==> src/rtl/byteCmdPkg.sv <==
package byteCmdPkg;
  typedef enum logic { KIND_TONE = 1'b0, KIND_ATTEN = 1'b1 } latchKindT;

  typedef struct packed {
    logic       loadLow;
    logic       loadHigh;
    logic       loadNoise;
    logic       loadAtten;
    logic [1:0] chan;
    logic [5:0] payload;
  } strobeT;
endpackage

==> src/rtl/cmdCtrl.sv <==
module cmdCtrl
  import byteCmdPkg::*;
#(
  parameter int NUM_TONE = 3
) (
  input  logic       clk,
  input  logic       rst,
  input  logic       weN,
  input  logic [7:0] dataIn,
  output strobeT     stb,
  output logic       restartPulse
);
  localparam logic [1:0] LAST_TONE = 2'(NUM_TONE - 1);

  logic      weNDly;
  logic      writeEdge;
  logic [1:0] latchChan;
  latchKindT latchKind;
  logic      restartPending;

  assign writeEdge = !weN && weNDly;

  always_comb begin
    stb         = '0;
    stb.chan    = dataIn[6:5];
    stb.payload = dataIn[5:0];
    if (writeEdge) begin
      if (dataIn[7]) begin
        if (dataIn[4])               stb.loadAtten = 1'b1;
        else if (dataIn[6:5] == 2'd3) stb.loadNoise = 1'b1;
        else                         stb.loadLow   = 1'b1;
      end else if (!dataIn[6] && latchKind == KIND_TONE && latchChan <= LAST_TONE) begin
        stb.loadHigh = 1'b1;
        stb.chan     = latchChan;
      end
    end
  end

  always_ff @(posedge clk) begin
    if (rst) begin
      weNDly         <= 1'b1;
      latchChan      <= 2'd0;
      latchKind      <= KIND_TONE;
      restartPending <= 1'b0;
      restartPulse   <= 1'b0;
    end else begin
      weNDly       <= weN;
      restartPulse <= 1'b0;
      if (writeEdge && dataIn[7]) begin
        latchChan <= dataIn[6:5];
        latchKind <= latchKindT'(dataIn[4]);
      end
      if (stb.loadNoise) begin
        restartPending <= 1'b1;
      end else if (weN && restartPending) begin
        restartPending <= 1'b0;
        restartPulse   <= 1'b1;
      end
    end
  end

  // a held-low write enable never produces a second load
  assert_one_write_per_low_R7: assert property (@(posedge clk) disable iff (rst)
    (!weN && $past(!weN)) |-> !(stb.loadLow || stb.loadHigh || stb.loadNoise || stb.loadAtten));

  // restart only follows a cycle with write enable high
  assert_restart_after_release_R8: assert property (@(posedge clk) disable iff (rst)
    restartPulse |-> $past(weN));

  // restart lasts a single cycle
  assert_restart_single_R8: assert property (@(posedge clk) disable iff (rst)
    restartPulse |=> !restartPulse);
endmodule

==> src/rtl/regFile.sv <==
module regFile
  import byteCmdPkg::*;
#(
  parameter int NUM_TONE = 3,
  parameter int NUM_CHAN = 4,
  parameter int PERIOD_W = 10,
  parameter int LOW_W    = 4,
  parameter int ATTEN_W  = 4,
  parameter int NOISE_W  = 3
) (
  input  logic                         clk,
  input  logic                         rst,
  input  strobeT                       stb,
  output logic [NUM_TONE*PERIOD_W-1:0] tonePeriods,
  output logic [NOISE_W-1:0]           noiseCtrl,
  output logic [NUM_CHAN*ATTEN_W-1:0]  attenLevels
);
  localparam int HIGH_W = PERIOD_W - LOW_W;

  for (genvar g = 0; g < NUM_TONE; g++) begin : gTone
    always_ff @(posedge clk) begin
      if (rst) begin
        tonePeriods[g*PERIOD_W +: PERIOD_W] <= '0;
      end else begin
        if (stb.loadLow && stb.chan == 2'(g))
          tonePeriods[g*PERIOD_W +: LOW_W] <= stb.payload[LOW_W-1:0];
        if (stb.loadHigh && stb.chan == 2'(g))
          tonePeriods[g*PERIOD_W+LOW_W +: HIGH_W] <= stb.payload[HIGH_W-1:0];
      end
    end
  end

  for (genvar g = 0; g < NUM_CHAN; g++) begin : gAtten
    always_ff @(posedge clk) begin
      if (rst)
        attenLevels[g*ATTEN_W +: ATTEN_W] <= '1;
      else if (stb.loadAtten && stb.chan == 2'(g))
        attenLevels[g*ATTEN_W +: ATTEN_W] <= stb.payload[ATTEN_W-1:0];
    end
  end

  always_ff @(posedge clk) begin
    if (rst)                noiseCtrl <= '0;
    else if (stb.loadNoise) noiseCtrl <= stb.payload[NOISE_W-1:0];
  end

  // periods move only on a tone load strobe
  assert_tone_hold_R2: assert property (@(posedge clk) disable iff (rst)
    !(stb.loadLow || stb.loadHigh) |=> $stable(tonePeriods));

  // attenuations move only on an attenuation load strobe
  assert_atten_hold_R4: assert property (@(posedge clk) disable iff (rst)
    !stb.loadAtten |=> $stable(attenLevels));

  // noise control moves only on a noise load strobe
  assert_noise_hold_R5: assert property (@(posedge clk) disable iff (rst)
    !stb.loadNoise |=> $stable(noiseCtrl));
endmodule

==> src/rtl/byteCmdRegs.sv <==
module byteCmdRegs
  import byteCmdPkg::*;
#(
  parameter int NUM_TONE = 3,
  parameter int NUM_CHAN = 4,
  parameter int PERIOD_W = 10,
  parameter int LOW_W    = 4,
  parameter int ATTEN_W  = 4,
  parameter int NOISE_W  = 3
) (
  input  logic                         clk,
  input  logic                         rst,
  input  logic                         weN,
  input  logic [7:0]                   dataIn,
  output logic [NUM_TONE*PERIOD_W-1:0] tonePeriods,
  output logic [NOISE_W-1:0]           noiseCtrl,
  output logic [NUM_CHAN*ATTEN_W-1:0]  attenLevels,
  output logic                         noiseRestart
);
  strobeT stb;

  cmdCtrl #(.NUM_TONE(NUM_TONE)) uCtrl (
    .clk(clk), .rst(rst), .weN(weN), .dataIn(dataIn),
    .stb(stb), .restartPulse(noiseRestart)
  );

  regFile #(
    .NUM_TONE(NUM_TONE), .NUM_CHAN(NUM_CHAN), .PERIOD_W(PERIOD_W),
    .LOW_W(LOW_W), .ATTEN_W(ATTEN_W), .NOISE_W(NOISE_W)
  ) uRegs (
    .clk(clk), .rst(rst), .stb(stb),
    .tonePeriods(tonePeriods), .noiseCtrl(noiseCtrl), .attenLevels(attenLevels)
  );
endmodule

==> config.mk <==
export PLATFORM = sky130hd
export DESIGN_NAME = byteCmdRegs
export DESIGN_NICKNAME = d
export VERILOG_FILES = /design/src/rtl/byteCmdPkg.sv /design/src/rtl/cmdCtrl.sv /design/src/rtl/regFile.sv /design/src/rtl/byteCmdRegs.sv
export SDC_FILE = /design/constraint.sdc
export NUM_CORES = 1
export LEC_CHECK = 0
export BUFFER_PORTS_ARGS = -buffer_cell sky130_fd_sc_hd__buf_2
export CELL_PAD_IN_SITES_DETAIL_PLACEMENT = 1
export CELL_PAD_IN_SITES_GLOBAL_PLACEMENT = 2
export CORE_MARGIN = 3
export CORE_UTILIZATION = 32
export CTS_BUF_LIST = sky130_fd_sc_hd__clkbuf_16
export DETAILED_ROUTE_END_ITERATION = 7
export PLACE_DENSITY = 0.91
export SLEW_MARGIN = 20
export SYNTH_ARGS = -nofsm -noshare
export SYNTH_HDL_FRONTEND = slang
export SYNTH_SLANG_ARGS = --single-unit
==> constraint.sdc <==
create_clock -name clk -period 4.15 [get_ports clk]
set_input_delay 0.2075 -clock clk [delete_from_list [all_inputs] [get_ports clk]]
set_output_delay 0.2075 -clock clk [all_outputs]
set_load 0.005 [all_outputs]
Word level (Yosys, flattened, before mapping)
Index checks and enable logic that the tools add are counted.
Operators by class
  order comparisons: 1
  equal/unequal tests: 4
  multiplexer cells: 15
  bitwise operators: 1
  reduce and logical (&&, ||, !) cells: 20
Operator list (count)
  logical AND 1 bit: 15
  two-way mux 1 bit: 11
  == test 2 bit, second input constant: 3
  two-way mux 2 bit: 3
  two-way mux 6 bit: 1
  == test 2 x 1 -> 1 bit, second input constant: 1
  less-or-equal comparator 2 bit, second input constant: 1
  zero test 1 bit: 2
  zero test 2 bit: 1
  nonzero test 2 bit: 1
  OR reduction 2 bit: 1
  inverter 1 bit: 1
Storage, ports and cells
  register bits after elaboration: 55
  input bits: 11
  logic and storage cells: 57

Longest topological paths before layout
  depth in word-level cells: 8
  gate-level depth with buffers: 6

Cells and area by module
From an unflattened synthesis, not the netlist that was laid out.
Unflattened totals
  cell total of the unflattened synthesis: 214
  area total of the unflattened synthesis: 2245.9 um^2
Modules (own cells, without submodules)
  regFile: instances 1, cells an instance 179, area an instance 1923.1 um^2, sequential area each 980.9 um^2
  cmdCtrl: instances 1, cells an instance 35, area an instance 322.8 um^2, sequential area each 120.1 um^2

Worst setup path after synthesis
Ideal clock, no wire load.
  kind: register to register
  from: register uCtrl.latchKind
  to: register uRegs.tonePeriods[9]
  arrival: 1296 ps
  data required time: 4018 ps
  setup slack: 2722 ps
  cell stages (with the launch flop): 6
  path buffers: 2
  period minus slack after synthesis: 1428 ps
  cells stage by stage: dfxtp_1 or4b_1 buf_6 buf_8 o21ai_1 a21oi_1
On the way
  longest elaborated chain between the ends: 8
  elaborated cells between the ends (all ways): 10
  classes of those cells: mux: 5; bitwise: 1; reduce/logical: 4
RTL lines
  from (decl): line cmdCtrl.sv:18  | latchKindT latchKind;
  from (signal assigned): line cmdCtrl.sv:51  | latchKind <= latchKindT'(dataIn[4]);
  inverter 1 bit (*): line cmdCtrl.sv:32  | end else if (!dataIn[6] && latchKind == KIND_TONE && latchChan <= LAST_TONE) begin
  logical AND 1 bit (*) (2 in series): line cmdCtrl.sv:32
  two-way mux 2 bit: line cmdCtrl.sv:32
  two-way mux 2 bit: line cmdCtrl.sv:28  | if (dataIn[7]) begin
  two-way mux 6 bit (*): line cmdCtrl.sv:27  | if (writeEdge) begin
  zero test 2 bit: line regFile.sv:27  | if (stb.loadHigh && stb.chan == 2'(g))
  logical AND 1 bit (*): line regFile.sv:27
  to (signal, indexed assignment): line regFile.sv:26  | tonePeriods[g*PERIOD_W +: LOW_W] <= stb.payload[LOW_W-1:0];
  to (signal, indexed assignment): line regFile.sv:28  | tonePeriods[g*PERIOD_W+LOW_W +: HIGH_W] <= stb.payload[HIGH_W-1:0];
  to (decl): line regFile.sv:14  | output logic [NUM_TONE*PERIOD_W-1:0] tonePeriods,
Every way passes the cells marked *; elsewhere a longest branch is shown, timed or not.
A chain may end at the register's enable or synchronous reset.

Worst setup path in the final report
  from: register uCtrl.weNDly
  to: register uRegs.tonePeriods[25]
On the way
  longest elaborated chain between the ends: 4
RTL lines
  from (decl): line cmdCtrl.sv:15  | logic weNDly;
  from (signal assigned): line cmdCtrl.sv:47  | weNDly <= weN;
  logical AND 1 bit (*): line cmdCtrl.sv:21  | assign writeEdge = !weN && weNDly;
  two-way mux 6 bit (*): line cmdCtrl.sv:27
  == test 2 bit: line regFile.sv:27
  logical AND 1 bit (*): line regFile.sv:27
Marks and branches as above.

==> results.md <==
* Core box area at 0.00657 mm2
* Post-synth EDFFs at 0
* Diode count at 0
* Fin nets at 307
* Cts repair resizes at 0
* Post-synth top cells: dfxtp_1, a21oi_1, nand3_1, o21ai_0, nor2_1
* Final setup margin at 2.43 ns
* Sink Count at 55
* H-Tree Depth at 2
* RD Place Congestion at 0.721
* Clock power frac at 39.8%
* Fin. max-slew vios at 0
* Num rows at 29
* Clk buf depth at 2
* Post-synthesis register bit count at 55
* Mapped Cells at 254
* Fin util at 40.8%
* Fillers at 821
* Setup-failing EPs final at 0
* Worst hold path startpoint: weN
* CP Max Fanout at 18
* Worst R2R Setup Slack at 2.43 ns
* WP data required at 4.28 ns
* TritonCTS Buffers at 5
* Setup TNS at 0 ns
* Sequential area share after synthesis at 49.0%
* Port Buffer Count at 60
* IO Pins at 61
* Avg Cell Area, Syn at 8.85 um2
* Slew headroom at 29.7%
* Arr. time, crit path at 1.85 ns
* P_sw at 0.000246 W
* Startpoint Class: register
* WS Path Type: register to register
* Sw Ratio at 24.0%
* PwrDens at 382 mW/mm2
* RSZ-0062 raised after global routing: no
* R2R Path Start: uCtrl.weNDly$_SDFF_PP1_
* Part of the power in registers at 52.8%
* Ys Warns at 0
* Number of max-cap violations at 0
* Pint at 0.000779 W
* Hold Path Class: input port to register
* Die Area at 0.00807 mm2
* Clock Tree Root: clkbuf_16
* CP startpoint: uCtrl.weNDly$_SDFF_PP1_
* CTS tree: done
* Largest area contributor in the netlist: dfxtp_1
* Final setup skew at 0.00567 ns
* DR iter-0 viols at 130
* Total setup buffers inserted after CTS at 0
* Synth Flop Type: dfxtp_1
* F_max at 0.581 GHz
* Share of layout cells above drive strength 1 at 25.6%
* Width of the die at 89.8 um
* Via density at 5.25
* Combinational share of power at 7.4%
* Pre-CTS setup slack at 2.43 ns
* Worst Tran Pin Value at 1.05 ns
* Remaining routing DRC violations at 0
* Via count at 2,048
* VDD IR max at 0.000166 V
* # placed instances at 382
* Hpwl dp at 4240 um
* Synth async-reset ratio at 0%
* Share of the synthesized area in the top cell type at 49.0%
* Total GRT Usage at 15.9%
* Synth area leaders: dfxtp_1, a21oi_1, nand3_1, mux2i_1, o21ai_0
* Most common cell in the netlist: dfxtp_1
* Unique masters post-synth at 31
* Global-route wire length before repair at 10,700 um
* Drt first pass iters at 5
* Starting Density at 34.2%
* GRT Residual Overflow at 0
* Latest clock arrival within the worst-skew pair at 0.29 ns
* Synth Net Count at 265
* Wire per inst at 16.0 um
* Crit end category: register
* Leakage power at 1.03 nW
* Synthesized cell area at 0.00225 mm2
* Tmin final at 1.72 ns
* Antenna violations before repair at 0
* Number of global-route vias before repair at 2,012
* Final hold vios at 0
* Post-Route WL at 6250 um
* Final ANT Viol Nets at 0
* Layout Cells excl Fill at 390
* Outcome: finished clean
* Area growth, synth to finish at 19.2%
* Pin count of the biggest net entering global routing at 60
* Worst-path clk slew at 0.07 ns
* Die Y at 89.8 um
* Period utilisation layout at 41.5%
* Total power at 0.00102 W
* Post-CTS Hold Fix Bufs at 0
[critical path, stage by stage (launching register included)]
cell	delay [ns]
dfxtp_1	0.43
or4b_1	0.77
o21ai_0	0.28
a21oi_1	0.09
[power groups by stage]
stage          registers [W]   logic, W  clock network (W)
6_report            0.000541  0.0000758           0.000408
5_1_grt             0.000542  0.0000856           0.000444
4_1_cts             0.000541  0.0000765           0.000416
3_5_place_dp        0.000553  0.0000762                  0
3_3_place_gp        0.000553  0.0000747                  0
2_1_floorplan       0.000552  0.0000552                  0
[worst paths after layout]
check	to	cells after the start
setup / recovery	uRegs.tonePeriods[25]$_SDFFE_PP0P_	3
hold reg to reg	uCtrl.restartPulse$_SDFF_PP0_	2
hold / removal	uCtrl.restartPulse$_SDFF_PP0_	3
setup reg to reg	uRegs.tonePeriods[25]$_SDFFE_PP0P_	3
[final cells by class]
| class | count | area [um2] | area share (%) |
|---|---|---|---|
| sequential | 55 | 1100 | 41.1 |
| multi-input combinational | 174 | 1020 | 38.1 |
| timing repair buffer | 60 | 300 | 11.2 |
| clock buffer | 5 | 125 | 4.67 |
| tap | 93 | 116 | 4.34 |
| clock inverter | 3 | 16.3 | 0.607 |
[registers in the layout, indices dropped and copies added (netlist names)]
name and cells:
uRegs.tonePeriods 30, uRegs.attenLevels 16, uRegs.noiseCtrl 3, uCtrl.latchChan 2, uCtrl.latchKind 1, uCtrl.restartPending 1
uCtrl.restartPulse 1, uCtrl.weNDly 1
[cell families after synthesis]
kind of cell	count (synthesis)	share of synthesized area, %
buffers and inverters	25	5.62
DFF	55	49.0
and+or+nand+nor	88	23.0
AOI/OAI and AO/OA	72	16.2
muxes	14	6.23
[placed cells by master (no fill, tap or decap), types with 2 or more instances in the layout]
master,Yosys,layout
a21oi_1,35,35
o21ai_1,9,9
or3b_2,2,2
nand3b_1,5,5
mux2i_1,14,14
nor2b_1,2,2
nand3_1,31,31
nand4b_1,7,7
dfxtp_1,55,55
nand2b_1,2,2
or2_2,2,2
nand2_1,2,2
nor2_1,24,24
clkbuf_16,0,5
o21ai_0,27,27
buf_2,4,60
[per-stage QoR]
step                      hold slack, ns  cell area, um2
after floorplan                    0.406            2250
after global placement             0.416            2540
after detailed placement           0.428            2540
after CTS                          0.229            2680
after global routing               0.245            2680
final                              0.231            2680
[per-layer routing]
| metal | global-route usage, % | wire length (um) | vias up |
|---|---|---|---|
| met3 | 3.09 | 388 | 5 |
| met4 | 3.45 | 44 | 0 |
| li1 | - | - | 985 |
| met1 | 22.2 | 2910 | 990 |
| met5 | 0 | 0 | - |
| met2 | 25.7 | 2910 | 68 |
(Power assumes the default switching activity.)
